**src/rtl/atomic_lock_pkg.sv**
```systemverilog
package atomic_lock_pkg;

  typedef enum logic [1:0] {
    ATOM_OFF = 2'b00,
    ATOM_RAW = 2'b01,
    ATOM_WAR = 2'b10,
    ATOM_RSV = 2'b11
  } atomMode_e;

  typedef struct packed {
    logic takeLock;
    logic ownerRelease;
    logic forceRelease;
  } lockStrobe_t;

endpackage

```
**src/rtl/atomic_lock_ctrl.sv**
```systemverilog
module atomic_lock_ctrl
  import atomic_lock_pkg::*;
#(
  parameter int ID_W = 4
) (
  input  logic [1:0]      atomMode,
  input  logic            bankHit,
  input  logic            isWrite,
  input  logic            accDone,
  input  logic [ID_W-1:0] masterId,
  input  logic            locked,
  input  logic [ID_W-1:0] ownerId,
  input  atomMode_e       heldMode,
  input  logic            wdExpired,
  output lockStrobe_t     strobe
);

  logic validAcc;
  logic lockingAcc;
  logic ownerAcc;
  logic unlockDir;

  assign validAcc = accDone && bankHit;

  // the direction that sets a lock depends on the bank's current mode
  always_comb begin
    unique case (atomMode_e'(atomMode))
      ATOM_RAW: lockingAcc = isWrite;
      ATOM_WAR: lockingAcc = !isWrite;
      default:  lockingAcc = 1'b0;
    endcase
  end

  // the direction that clears a lock depends on the mode captured at lock time
  assign unlockDir = (heldMode == ATOM_RAW) ? !isWrite : isWrite;
  assign ownerAcc  = validAcc && (masterId == ownerId);

  always_comb begin
    strobe              = '0;
    strobe.takeLock     = !locked && validAcc && lockingAcc;
    strobe.ownerRelease = locked && ownerAcc && unlockDir;
    strobe.forceRelease = locked && wdExpired && !strobe.ownerRelease;
  end

endmodule

```
**src/rtl/atomic_lock_dp.sv**
```systemverilog
module atomic_lock_dp
  import atomic_lock_pkg::*;
#(
  parameter int ID_W     = 4,
  parameter int WD_LIMIT = 256
) (
  input  logic            clk,
  input  logic            rstN,
  input  lockStrobe_t     strobe,
  input  logic [1:0]      atomMode,
  input  logic [ID_W-1:0] masterId,
  output logic            locked,
  output logic [ID_W-1:0] ownerId,
  output atomMode_e       heldMode,
  output logic            wdExpired,
  output logic            lockTimeout
);

  localparam int CNT_W = (WD_LIMIT > 2) ? $clog2(WD_LIMIT) : 1;
  localparam logic [CNT_W-1:0] CNT_LAST = CNT_W'(WD_LIMIT - 1);

  logic [CNT_W-1:0] wdCnt;

  assign wdExpired = (wdCnt == CNT_LAST);

  always_ff @(posedge clk or negedge rstN) begin
    if (!rstN) begin
      locked      <= 1'b0;
      ownerId     <= '0;
      heldMode    <= ATOM_OFF;
      wdCnt       <= '0;
      lockTimeout <= 1'b0;
    end else begin
      lockTimeout <= strobe.forceRelease;
      if (strobe.takeLock) begin
        locked   <= 1'b1;
        ownerId  <= masterId;
        heldMode <= atomMode_e'(atomMode);
        wdCnt    <= '0;
      end else if (strobe.ownerRelease || strobe.forceRelease) begin
        locked   <= 1'b0;
        ownerId  <= '0;
        heldMode <= ATOM_OFF;
        wdCnt    <= '0;
      end else if (locked) begin
        wdCnt <= wdCnt + 1'b1;
      end
    end
  end

endmodule

```
**src/rtl/atomic_lock_top.sv**
```systemverilog
module atomic_lock_top
  import atomic_lock_pkg::*;
#(
  parameter int ID_W     = 4,
  parameter int WD_LIMIT = 256
) (
  input  logic            clk,
  input  logic            rstN,
  input  logic [1:0]      atomMode,
  input  logic            bankHit,
  input  logic            isWrite,
  input  logic            accDone,
  input  logic [ID_W-1:0] masterId,
  output logic            busLock,
  output logic [ID_W-1:0] ownerId,
  output logic            lockTimeout
);

  lockStrobe_t     strobe;
  logic            locked;
  logic [ID_W-1:0] curOwner;
  atomMode_e       heldMode;
  logic            wdExpired;

  atomic_lock_ctrl #(.ID_W(ID_W)) ctrl_i (
    .atomMode  (atomMode),
    .bankHit   (bankHit),
    .isWrite   (isWrite),
    .accDone   (accDone),
    .masterId  (masterId),
    .locked    (locked),
    .ownerId   (curOwner),
    .heldMode  (heldMode),
    .wdExpired (wdExpired),
    .strobe    (strobe)
  );

  atomic_lock_dp #(.ID_W(ID_W), .WD_LIMIT(WD_LIMIT)) dp_i (
    .clk         (clk),
    .rstN        (rstN),
    .strobe      (strobe),
    .atomMode    (atomMode),
    .masterId    (masterId),
    .locked      (locked),
    .ownerId     (curOwner),
    .heldMode    (heldMode),
    .wdExpired   (wdExpired),
    .lockTimeout (lockTimeout)
  );

  assign busLock = locked;
  assign ownerId = curOwner;

endmodule

```
**config.mk**
```make
export PLATFORM = sky130hd
export DESIGN_NAME = atomic_lock_top
export DESIGN_NICKNAME = d
export VERILOG_FILES = /design/src/rtl/atomic_lock_pkg.sv /design/src/rtl/atomic_lock_ctrl.sv /design/src/rtl/atomic_lock_dp.sv /design/src/rtl/atomic_lock_top.sv
export SDC_FILE = /design/constraint.sdc
export NUM_CORES = 1
export LEC_CHECK = 0
export ABC_AREA = 1
export BUFFER_PORTS_ARGS = -buffer_cell sky130_fd_sc_hd__buf_2
export CAP_MARGIN = 20
export CORE_MARGIN = 5
export CORE_UTILIZATION = 56
export DETAILED_ROUTE_END_ITERATION = 8
export PLACE_DENSITY = 0.81
export SYNTH_ARGS = -nofsm -noshare
export SYNTH_HDL_FRONTEND = slang
export SYNTH_HIERARCHICAL = 1
export SYNTH_SLANG_ARGS = --single-unit
```
**constraint.sdc**
```tcl
create_clock -name clk -period 3 [get_ports clk]
set_clock_uncertainty 0.05 [all_clocks]
set_input_delay 0.6 -clock clk [delete_from_list [all_inputs] [get_ports clk]]
set_output_delay 0.6 -clock clk [all_outputs]
set_load 0.05 [all_outputs]
```
==> results.cfg <==
[placement]
pre_cts_ws_ns = 1.08
port_buffers = 16
gp_congestion = 0.802
hpwl_um = 1280
placed_cells = 140

[yosys]
synthCells = 108
synth_top_family_by_area = simple AND/OR/NAND/NOR gates
yosys_most_used_dff = dfrtp_1
yosysUniqueCellTypes = 17
synth_compound_area_share_pct = 11.0
synth_fp_nets = 120
synth_area_leaders = dfrtp_1 (48%), nand2_1 (13%), inv_1 (7.1%)
synth_mux_area_share_pct = 0
synth_area_um2 = 841
yosys.area.top_type_share_pct = 47.6
avgSynthCellArea_um2 = 7.79
synth-simple-area-share_pct = 29.0
synth_edf_count = 0
synthArstFlopShare_pct = 100
synth_xor_xnor_area_share_pct = 1.04
ys_ff_latch = 16
synth-seq-area-share_pct = 47.6
yosys_warnings = 6
yosysTopAreaCell = dfrtp_1
synthAdderAreaFrac_pct = 1.49

[drt]
antenna_left = 0
viasPerCell = 5.34
wirelength_um = 1660
drtPass1Iterations = 4
drc_errors = 0
drt_iter0_markers = 19
vias = 764
wl_per_cell_um = 11.6

[finish]
n_antenna_cell = 0
final_cells = 143
fin_nets = 141
drive_gt1_share_pct = 21.3
area_growth_pct = 14.1
fin_util_pct = 65.2
layout.cells.most_common_list = nand2_1 (29), inv_1 (16), dfrtp_1 (16), buf_2 (16), nor2_1 (9)
final_common_cell = nand2_1

[clock_tree]
insertion_delay_ns = 0.27
cts_hold_buf = 0
cts-buffers-inserted = 3
clock-sinks = 16
h-tree-depth = 1
cts.path.max_buffers = 2
root_buffer = clkbuf_4
cts.repair.resized = 0
post_cts_buffers = 0
path_clk_slew_ns = 0.09
cts_tree = built

[global_routing]
grt_pass1_wl_um = 2950
grt_pass1_vias = 648
grt_use_met1_pct = 21.7
grt-ovfl-total = 0
met3_usage_pct = 3.68
gr-usage-all-layers_pct = 15.4
grtUsageMet2_pct = 24.1
grt_max_degree = 17
antenna_found_initial = 0
grt_busiest_layer = met2

[worst_setup_path]
arrival_ns = 1.84
cp_max_fo = 12
cp.required_ns = 3.12
ff2ff_setup_slack_ns = 1.28
cp-end-kind = flop
r2r_start = dp_i/wdCnt[3]$_DFFE_PN0P_
cp-start-kind = flop
worstSetupPathType = flop to flop
cp-startpoint = dp_i/wdCnt[3]$_DFFE_PN0P_

[outcome]
status = completed

[run]
maxCapViolCount = 0

[power]
power_mw = 0.633
p_leak_nw = 0.523
peakVddDrop_uv = 608
p_per_area_nw_per_um2 = 660

[floorplanning]
rows = 14
die_area_um2 = 2380
dieHeight_um = 48.8
die_width_um = 48.8
core_area_um2 = 1470
io_pins = 17
start_util_pct = 57.1

[hold_path]
hp-class = input port to asynchronous set/reset pin

[sta]
setup_viol_count_final = 0
setup_slack_ns = 1.28
finalSetupTns_ns = 0
finalCriticalPeriod_ns = 1.72
fin_crit_sh_pct = 57.4
worstMarginPinSlew_ns = 0.359
rsz0062_at_grt = no
drv_slew = 0
maxSlewHeadroom_pct = 76.1
fmax_ghz = 0.580
hold_viol = 0
-- stage by stage --
step / cell area [µm²] / hold WS (ns)
floorplan: 841 / 0.254
global placement: 937 / 0.439
detailed placement: 937 / 0.436
CTS: 960 / 0.183
global route: 960 / 0.187
finish: 960 / 0.169
-- layout make-up --
cell class / instances / area (µm²)
Timing Repair Buffer: 17 / 87.6
Fill cell: 141 / 512
Tap cell: 16 / 20.0
Clock buffer: 3 / 22.5
Multi-Input combinational cell: 72 / 358
Sequential cell: 16 / 400
Inverter: 19 / 71.3
-- worst paths after layout --
path | to | cells after the start
setup reg to reg | dp_i/heldMode[1]$_DFFE_PN0P_ | 10
setup / recovery | dp_i/heldMode[1]$_DFFE_PN0P_ | 10
hold / removal | dp_i/wdCnt[5]$_DFFE_PN0P_ | 1
max in group asynchronous | dp_i/heldMode[1]$_DFFE_PN0P_ | 1
hold reg to reg | dp_i/heldMode[1]$_DFFE_PN0P_ | 1
min in group clk | dp_i/heldMode[1]$_DFFE_PN0P_ | 1
-- where the power goes --
group,leakage (nW),switching [mW],internal [mW],total [mW]
clock,0.0138,0.0629,0.0464,0.109
sequential,0.210,0.0453,0.263,0.309
combinational,0.298,0.144,0.0718,0.216
-- layer usage --
metal | part of all wire (%) | up-vias | wire [µm]
met3 | 8.7 | 0 | 144
met5 | 0 | - | 0
met2 | 46 | 35 | 770
met1 | 45 | 343 | 746
li1 | - | 386 | -
met4 | 0 | 0 | 0
-- registers in the layout (all words and copies together), names as in the netlist --
name / count
dp_i/heldMode: 2
dp_i/lockTimeout: 1
dp_i/locked: 1
dp_i/ownerId: 4
dp_i/wdCnt: 8
-- worst max-delay path, stage by stage (launching register included) --
cell	delay, ns
dfrtp_1	0.39
nand2_1	0.09
nor2_2	0.17
nand3_1	0.09
nor3_1	0.16
nand2_1	0.07
nor2_1	0.13
nor2_1	0.08
nand2_4	0.08
inv_2	0.11
a22o_1	0.20
-- Yosys cell counts, types with 2 or more instances --
master / count
dfrtp_1: 16
nor2_1: 9
a21oi_1: 5
a22o_1: 6
inv_1: 16
inv_2: 3
nand3_1: 7
nand2_1: 29
o21ai_1: 2
nor2_2: 3
nor3_1: 6
-- kinds of logic (layout without fill, tap and decap cells) --
family | after synthesis | count (layout)
AND/OR/NAND/NOR | 56 | 56
buffers and inverters | 20 | 39
flip-flops | 16 | 16
AO/OA/AOI/OAI | 14 | 14
adder cells (fa/ha/maj) | 1 | 1
XOR/XNOR | 1 | 1
Power figures use the tool's default switching activity.
